<file path="config.mk">
export PLATFORM = sky130hd
export DESIGN_NAME = she_gate_gen
export DESIGN_NICKNAME = d
export VERILOG_FILES = /design/src/rtl/she_pkg.sv /design/src/rtl/she_phase_ctr.sv /design/src/rtl/she_angle_bank.sv /design/src/rtl/she_cell_level.sv /design/src/rtl/she_gate_gen.sv
export SDC_FILE = /design/constraint.sdc
export NUM_CORES = 1
export LEC_CHECK = 0
export BUFFER_PORTS_ARGS = -buffer_cell sky130_fd_sc_hd__buf_2
export CAP_MARGIN = 25
export CORE_UTILIZATION = 60
export CTS_BUF_LIST = sky130_fd_sc_hd__clkbuf_16
export DETAILED_ROUTE_END_ITERATION = 8
export PLACE_DENSITY = 0.77
export REMOVE_ABC_BUFFERS = 1
export SLEW_MARGIN = 25
export SYNTH_ARGS = -nofsm -noshare
export SYNTH_HDL_FRONTEND = slang
export SYNTH_SLANG_ARGS = --single-unit
</file>
<file path="constraint.sdc">
create_clock -name clk -period 11.35 [get_ports clk]
set_input_delay 2.27 -clock clk [delete_from_list [all_inputs] [get_ports clk]]
set_output_delay 2.27 -clock clk [all_outputs]
set_load 0.05 [all_outputs]
</file>
<file path="src/rtl/she_pkg.sv">
package she_pkg;

  typedef enum logic [1:0] {
    LVL_ZERO = 2'd0,
    LVL_POS  = 2'd1,
    LVL_NEG  = 2'd2
  } cell_level_e;

  // slice bits: 0 upper-left, 1 lower-left, 2 upper-right, 3 lower-right
  localparam logic [3:0] GATE_OFF  = 4'b0000;
  localparam logic [3:0] GATE_POS  = 4'b1001;
  localparam logic [3:0] GATE_NEG  = 4'b0110;
  localparam logic [3:0] GATE_ZERO = 4'b1010;

  function automatic logic [3:0] level_to_gate(input cell_level_e lvl);
    case (lvl)
      LVL_POS: return GATE_POS;
      LVL_NEG: return GATE_NEG;
      default: return GATE_ZERO;
    endcase
  endfunction

endpackage

</file>
<file path="src/rtl/she_phase_ctr.sv">
module she_phase_ctr #(
  parameter int PERIOD = 1000000,
  parameter int CW     = $clog2(PERIOD)
) (
  input  logic          clk,
  input  logic          rst,
  output logic          wrap_o,
  output logic [CW-1:0] fold_o,
  output logic          neg_o
);
  localparam logic [CW-1:0] LAST = CW'(PERIOD - 1);
  localparam logic [CW-1:0] HALF = CW'(PERIOD / 2);
  localparam logic [CW-1:0] QTR  = CW'(PERIOD / 4);

  logic [CW-1:0] cnt;
  logic [CW-1:0] in_half;

  always_ff @(posedge clk) begin
    if (rst)              cnt <= '0;
    else if (cnt == LAST) cnt <= '0;
    else                  cnt <= cnt + 1'b1;
  end

  always_comb begin
    wrap_o  = (cnt == LAST);
    neg_o   = (cnt >= HALF);
    in_half = neg_o ? (cnt - HALF) : cnt;
    fold_o  = (in_half <= QTR) ? in_half : (HALF - in_half);
  end


  wrap_to_zero_chk: assert property (@(posedge clk) disable iff (rst)
    (cnt == LAST) |=> (cnt == '0));

  count_step_chk: assert property (@(posedge clk) disable iff (rst)
    (cnt != LAST) |=> (cnt == $past(cnt) + 1'b1));

  fold_range_chk: assert property (@(posedge clk) disable iff (rst)
    (fold_o <= QTR));

endmodule

</file>
<file path="src/rtl/she_angle_bank.sv">
module she_angle_bank #(
  parameter int NANG = 6,
  parameter int CW   = 20,
  parameter int IW   = $clog2(NANG)
) (
  input  logic                     clk,
  input  logic                     rst,
  input  logic                     wr_en,
  input  logic [IW-1:0]            wr_idx,
  input  logic [CW-1:0]            wr_data,
  input  logic                     wrap,
  output logic [NANG-1:0][CW-1:0]  act_o
);
  logic [NANG-1:0][CW-1:0] shadow;

  always_ff @(posedge clk) begin
    if (rst) begin
      shadow <= '0;
      act_o  <= '0;
    end else begin
      if (wr_en && (int'(wr_idx) < NANG)) shadow[wr_idx] <= wr_data;
      if (wrap) act_o <= shadow;
    end
  end


  act_hold_chk: assert property (@(posedge clk) disable iff (rst)
    !wrap |=> $stable(act_o));

  act_load_chk: assert property (@(posedge clk) disable iff (rst)
    wrap |=> (act_o == $past(shadow)));

endmodule

</file>
<file path="src/rtl/she_cell_level.sv">
module she_cell_level
  import she_pkg::*;
#(
  parameter int NOTCH = 3,
  parameter int CW    = 20
) (
  input  logic [CW-1:0]             fold_i,
  input  logic                      neg_i,
  input  logic [NOTCH-1:0][CW-1:0]  ang_i,
  output cell_level_e               lvl_o
);
  logic [NOTCH-1:0] crossed;

  for (genvar i = 0; i < NOTCH; i++) begin : g_cmp
    assign crossed[i] = (fold_i >= ang_i[i]);
  end

  always_comb begin
    if (^crossed) lvl_o = neg_i ? LVL_NEG : LVL_POS;
    else          lvl_o = LVL_ZERO;
  end

endmodule

</file>
<file path="src/rtl/she_gate_gen.sv">
module she_gate_gen
  import she_pkg::*;
#(
  parameter int PERIOD = 1000000,
  parameter int NCELLS = 2,
  parameter int NOTCH  = 3,
  parameter int CW     = $clog2(PERIOD),
  parameter int IW     = $clog2(NCELLS * NOTCH)
) (
  input  logic                  clk,
  input  logic                  rst,
  input  logic                  ang_wr_en,
  input  logic [IW-1:0]         ang_wr_idx,
  input  logic [CW-1:0]         ang_wr_data,
  output logic [4*NCELLS-1:0]   gate_o
);
  localparam int NANG = NCELLS * NOTCH;

  logic                    wrap;
  logic                    neg;
  logic [CW-1:0]           fold;
  logic [NANG-1:0][CW-1:0] act;

  she_phase_ctr #(.PERIOD(PERIOD), .CW(CW)) u_ctr (
    .clk    (clk),
    .rst    (rst),
    .wrap_o (wrap),
    .fold_o (fold),
    .neg_o  (neg)
  );

  she_angle_bank #(.NANG(NANG), .CW(CW), .IW(IW)) u_bank (
    .clk     (clk),
    .rst     (rst),
    .wr_en   (ang_wr_en),
    .wr_idx  (ang_wr_idx),
    .wr_data (ang_wr_data),
    .wrap    (wrap),
    .act_o   (act)
  );

  for (genvar c = 0; c < NCELLS; c++) begin : g_cell
    cell_level_e lvl;
    logic [3:0]  gq;

    she_cell_level #(.NOTCH(NOTCH), .CW(CW)) u_lvl (
      .fold_i (fold),
      .neg_i  (neg),
      .ang_i  (act[c*NOTCH +: NOTCH]),
      .lvl_o  (lvl)
    );

    always_ff @(posedge clk) begin
      if (rst) gq <= GATE_OFF;
      else     gq <= level_to_gate(lvl);
    end

    assign gate_o[4*c +: 4] = gq;


    leg_excl_chk: assert property (@(posedge clk) disable iff (rst)
      !(gq[0] && gq[1]) && !(gq[2] && gq[3]));

    rst_off_chk: assert property (@(posedge clk)
      rst |=> (gq == GATE_OFF));

    gate_code_chk: assert property (@(posedge clk) disable iff (rst)
      !rst |=> (gq == GATE_POS || gq == GATE_NEG || gq == GATE_ZERO));
  end

endmodule

</file>
# Word level (Yosys, flattened, before mapping)
# Index checks and enable logic that the tools add are counted.
[op_classes]
add_sub_neg = 3
n_eq_ne = 5
muxes = 10
magnitude_cmp = 11
n_reduce_logical = 5
[ops]
columns = ["operator", "n"]
rows = [
  ["$bwmux 120", 1],
  ["$ge 20x20->1", 6],
  ["$demux 20 s3", 1],
  ["$mux 20", 3],
  ["$add 20x1->20 const B", 1],
  ["$eq 20x20->1 const B", 1],
  ["$ge 20x19->1 const B", 1],
  ["$le 20x18->1 const B", 1],
  ["$sub 19x20->20 const A", 1],
  ["$sub 20x19->20 const B", 1],
  ["$pmux 4 s2", 2],
  ["$mux 2", 3],
  ["$reduce_xor 3->1", 2],
  ["$eq 2x1->1 const B", 2],
  ["$eq 2x2->1 const B", 2],
  ["$lt 3x4->1 const B", 1],
  ["$ge 3x1->1 const B", 1],
  ["$lt 3x3->1 const B", 1],
  ["$logic_and 1x1->1", 2],
  ["$reduce_or 2->1", 1],
]
[totals]
word_cells = 49
input_bits = 26
output_inout_bits = 8
regBits = 268

# Longest topological paths before layout
[logic_depth]
ltp_word = 9
depth_mapped = 23

# By module
# From an unflattened synthesis, not the netlist that was laid out.
[hier_totals]
hier_cells = 1541
hier_area_um2 = 14580.2
[modules_own_cells]
columns = ["mod", "area_per_inst_um2", "n_inst", "cells_each"]
rows = [
  ["she_angle_bank", 8941.1, 1, 801],
  ["she_phase_ctr", 2275.9, 1, 305],
  ["she_cell_level at g_cell[1].u_lvl", 1510.2, 1, 203],
  ["she_cell_level at g_cell[0].u_lvl", 1501.4, 1, 203],
  ["she_gate_gen", 351.6, 1, 29],
]

# Worst setup path before layout
# Ideal clock, no wire load.
[synth_path]
path_type = "register to register"
start = "reg u_ctr.cnt[10]"
end = "reg g_cell[1].gq[1]"
n_path_buf = 2
t_required_ns = 11.230
setup_slack_ns = 6.687
stages_incl_launch_ff = 21
synth_period_minus_slack_ns = 4.663
arrival_time_ns = 4.543
path_cell_list = "dfxtp_1 buf_6 or3_4 o211a_1 nor2_4 nor2_1 xor2_1 o211ai_1 a21oi_4 buf_6 nand3_2 xnor2_1 ha_1 a21o_1 a21o_1 a21oi_1 nor2_1 or3_1 o21a_1 o21a_1 o31a_1"
[synth_between]
elab_chain_len = 9
[synth_lines]
columns = ["element", "line", "text"]
rows = [
  ["from (decl)", "she_phase_ctr.sv:15", "logic [CW-1:0] cnt;"],
  ["from (signal assigned)", "she_phase_ctr.sv:21", "else cnt <= cnt + 1'b1;"],
  ["$sub 20x19->20 or $ge 20x19->1 (tied branches)", "she_phase_ctr.sv:27, she_phase_ctr.sv:26", ""],
  ["$mux 20", "she_phase_ctr.sv:27", "in_half = neg_o ? (cnt - HALF) : cnt;"],
  ["$sub 19x20->20 or $le 20x18->1 (tied branches)", "she_phase_ctr.sv:28", "fold_o = (in_half <= QTR) ? in_half : (HALF - in_half);"],
  ["$mux 20", "she_phase_ctr.sv:28", ""],
  ["$ge 20x20->1", "she_cell_level.sv:15", "assign crossed[i] = (fold_i >= ang_i[i]);"],
  ["$reduce_xor 3->1", "she_cell_level.sv:19", "if (^crossed) lvl_o = neg_i ? LVL_NEG : LVL_POS;"],
  ["$mux 2 (*)", "she_cell_level.sv:19", ""],
  ["$eq 2x2->1 or $eq 2x1->1 (tied branches)", "she_pkg.sv:16", "case (lvl)"],
  ["$pmux 4 s2 (*)", "she_pkg.sv:16", ""],
  ["to (signal assigned)", "she_gate_gen.sv:55", "else gq <= level_to_gate(lvl);"],
  ["to (decl)", "she_gate_gen.sv:44", "logic [3:0] gq;"],
]
# Mark *: on every way between the ends. The rest lies on a longest branch, timed or not.
# A chain may end at the register's enable or synchronous reset.

# Worst setup path in the final report
[layout_path]
start = "reg u_ctr.cnt[8]"
end = "reg g_cell[0].gq[1]"
[layout_between]
elab_chain_len = 9
[layout_lines]
columns = ["element", "line"]
rows = [
  ["$sub 20x19->20 or $ge 20x19->1 (tied branches)", "she_phase_ctr.sv:27, she_phase_ctr.sv:26"],
  ["$mux 20", "she_phase_ctr.sv:27"],
  ["$sub 19x20->20 or $le 20x18->1 (tied branches)", "she_phase_ctr.sv:28"],
  ["$mux 20", "she_phase_ctr.sv:28"],
  ["$ge 20x20->1", "she_cell_level.sv:15"],
  ["$reduce_xor 3->1", "she_cell_level.sv:19"],
  ["$mux 2 (*)", "she_cell_level.sv:19"],
  ["$eq 2x2->1 or $eq 2x1->1 (tied branches)", "she_pkg.sv:16"],
  ["$pmux 4 s2 (*)", "she_pkg.sv:16"],
  ["to (signal assigned)", "she_gate_gen.sv:55"],
  ["to (decl)", "she_gate_gen.sv:44"],
]
# Marked as above.

==> results.tsv <==
stage	metric	value	unit
grt	grt_max_degree	90	
setup_path	slowest_delay	680	ps
grt	antenna_found_initial	0	
layout	diodes	0	
synth	synth_ff_type	dfxtp_1	
status	status	finished, violations left	
sta	drv_slew	0	
clocking	hold_buffers	0	
floorplan	ioPinCount	34	
layout	fillCellCount	1910	
sta	max_freq	169.0	MHz
setup_path	path_buf_inv	0	
grt	grt_pass1_vias	10820	
sta	post-route-period-util	52.12	%
synth	synth_top_area_share	39.71	%
placement	portBuffers	33	
clocking	cts_buffers	27	
clocking	htree_levels	1	
placement	gp_congestion	0.9176	
status	violations	design-rule violations	
sta	fin_skew	14.10	ps
floorplan	start_util	61.53	%
route	routed_wl	36.93	mm
synth	synth_edf_count	0	
grt	grt_usage	31.78	%
synth	synth_seq_cells	268	
floorplan	rows	54	
floorplan	die_h	152.1	um
route	drtIter0Drc	945	
synth	synth_seq_area_share	39.71	%
clocking	clock_sinks	268	
setup_path	critical_path.cell_chain	o31a_1, o211ai_2, nand2_1, nand3_1, xnor2_1, o211ai_1, a21oi_4, a2bb2oi_1, xnor2_1, ha_1, a21o_1, a211o_1, a2111oi_0, o21ai_0, a21oi_1, xnor2_1, xor2_1, a21oi_1	
layout	fin_cells	2038	
floorplan	dieArea	23120	um^2
setup_path	reg2reg_depth	18	
pwr	peakVddDrop	0.1367	mV
layout	layout.nets	1890	
grt	grt_pass1_wl	58.54	mm
clocking	clockBufferDepth	3	
synth	synth_warnings	0	
route	ant_nets	0	
placement	place_inst	1991	
setup_path	crit_top_cell	xnor2_1	
setup_path	setup.worst_path.end_class	flip-flop	
synth	synth_cell_types	71	
floorplan	core_area	21960	um^2
hold_path	whs_path_depth	2	
sta	relSlewSlack	35.53	%
sta	rsz0062_at_grt	false	
layout	syn2layout_area_growth	8.029	%
hold_path	hp-class	reg2reg	
synth	synth_area	13510	um^2
clocking	cts_tree	done	
setup_path	crit_fanout	18	
clocking	clock_latency	560	ps
route	drcViolationCount	1	
sta	setup_viol	0	
clocking	post-cts-setup-buffer-count	0	
grt	grt-ovfl-total	0	
sta	tightest_slew	967.1	ps
clocking	cts_resized	0	
synth	synthTopCellsByArea	dfxtp_1, nand2_1, ha_1, a21oi_1, inv_1	
layout	final_core_util	66.47	%
flow_run	maxCapViolCount	0	
synth	synth_area_leader_cell	dfxtp_1	
setup_path	start_kind	flip-flop	
setup_path	cp.arrival	6320	ps
sta	tns	0	ps
pwr	leakage	5.379	nW
clocking	root_buffer	clkbuf_16	
route	via_per_inst	5.772	
pwr	power_density	134.0	nW/um^2
sta	min_period	5916	ps
setup_path	critPathKind	reg2reg	
placement	hpwl	25.01	mm
synth	syn_avg_cell_area	7.663	um^2
setup_path	cp.depth	18	
sta	finalHoldViolCount	0	
route	wire_per_inst	18.12	um
setup_path	critPathTopFamily	compound AO/OA/AOI/OAI gates	
route	firstDrtPassIters	7	
synth	synthArstFlopShare	0	%
route	num_vias	11760	
setup_path	crit_slowest_cell	dfxtp_1	
floorplan	die_w	152.1	um
synth	synth_cells	1763	
setup_path	required	11760	ps
layout	layout-drive-gt1-share	6.030	%
clocking	path_clk_slew	60	ps
## power by group
group / total [W] / switching, W / leakage [nW] / internal (W)
combinational: 0.000113 / 0.0000807 / 2.77 / 0.0000324
clock: 0.000878 / 0.000378 / 0.444 / 0.000500
sequential: 0.000964 / 0.00000985 / 2.16 / 0.000954
## kinds of logic after synthesis
kind of cell / count (synthesis) / share of synthesized area, %
compound gates: 420 / 17.89
flops: 268 / 39.71
xor+xnor: 40 / 2.649
fa+ha+maj: 124 / 11.48
buf+inv: 225 / 6.557
mux: 2 / 0.1944
simple gates: 684 / 21.51
## cells in the mapped netlist, types with 13 or more instances
cell / instances
a21o_1: 36
a21oi_1: 287
clkbuf_1: 86
dfxtp_1: 268
ha_1: 124
inv_1: 126
nand2_1: 517
nand2b_1: 15
nand3_1: 22
nand4_1: 15
nor2_1: 44
nor3_1: 13
o21ai_0: 31
xnor2_1: 23
xor2_1: 16
## placed cells by master (no fill, tap or decap), drive strengths merged, types with 27 or more instances in the layout
cell type  netlist  routed
o21ai           35      35
a21oi          288     288
ha             124     124
a21o            36      36
inv            126     135
nand2          519     519
dfxtp          268     268
buf             13      47
nor2            45      45
clkbuf          86      27
## routing by layer
| metal | routed length, um | part of all wire [%] | GRT usage [%] |
|---|---|---|---|
| met5 | 0 | 0 | 0 |
| met1 | 16730 | 45 | 45.06 |
| met3 | 2763 | 7.5 | 4.649 |
| met2 | 16480 | 45 | 50.49 |
| met4 | 959 | 2.6 | 8.601 |
## worst paths after layout
check | startpoint | endpoint | slack, ps
min | u_bank.act_o[11] | u_bank.act_o[11] | 450
min reg2reg | u_bank.act_o[11] | u_bank.act_o[11] | 450
max | u_ctr.cnt[8] | g_cell[0].gq[1] | 5430
max reg2reg | u_ctr.cnt[8] | g_cell[0].gq[1] | 5430
## per-stage QoR
stage / total power (W) / worst slack, ps / instance area [um^2] / hold WS, ps
finish: 0.001955 / 5434 / 14600 / 450.4
global route: 0.002013 / 4980 / 14600 / 463.2
CTS: 0.001958 / 5475 / 14590 / 450.8
detailed placement: 0.001096 / 5527 / 13740 / 444.4
global placement: 0.001093 / 5639 / 13740 / 439.3
floorplan: 0.001041 / 6310 / 13100 / 425.8
## worst min-delay path, stage by stage, from the launching register on
cell and delay (ps):
dfxtp_1 310, nand2_1 50, a21oi_1 50
## final cells by class
type	instances	area (um^2)	share of cell area (%)
timing repair buffer	47	276.5	1.895
sequential	268	5365	36.76
tap	280	350.3	2.400
clock buffer	27	675.6	4.629
clock inverter	20	180.2	1.234
inverter	126	473.0	3.240
multi-input combinational	1270	7274	49.84
## sequential cells by signal, summed over array words and instances, names as in the netlist
| signal | flops |
|---|---|
| u_bank.act_o | 120 |
| u_ctr.cnt | 20 |
| g_cell.gq | 8 |
| u_bank.shadow | 120 |
Note: power is estimated with default switching activity, not from simulation.
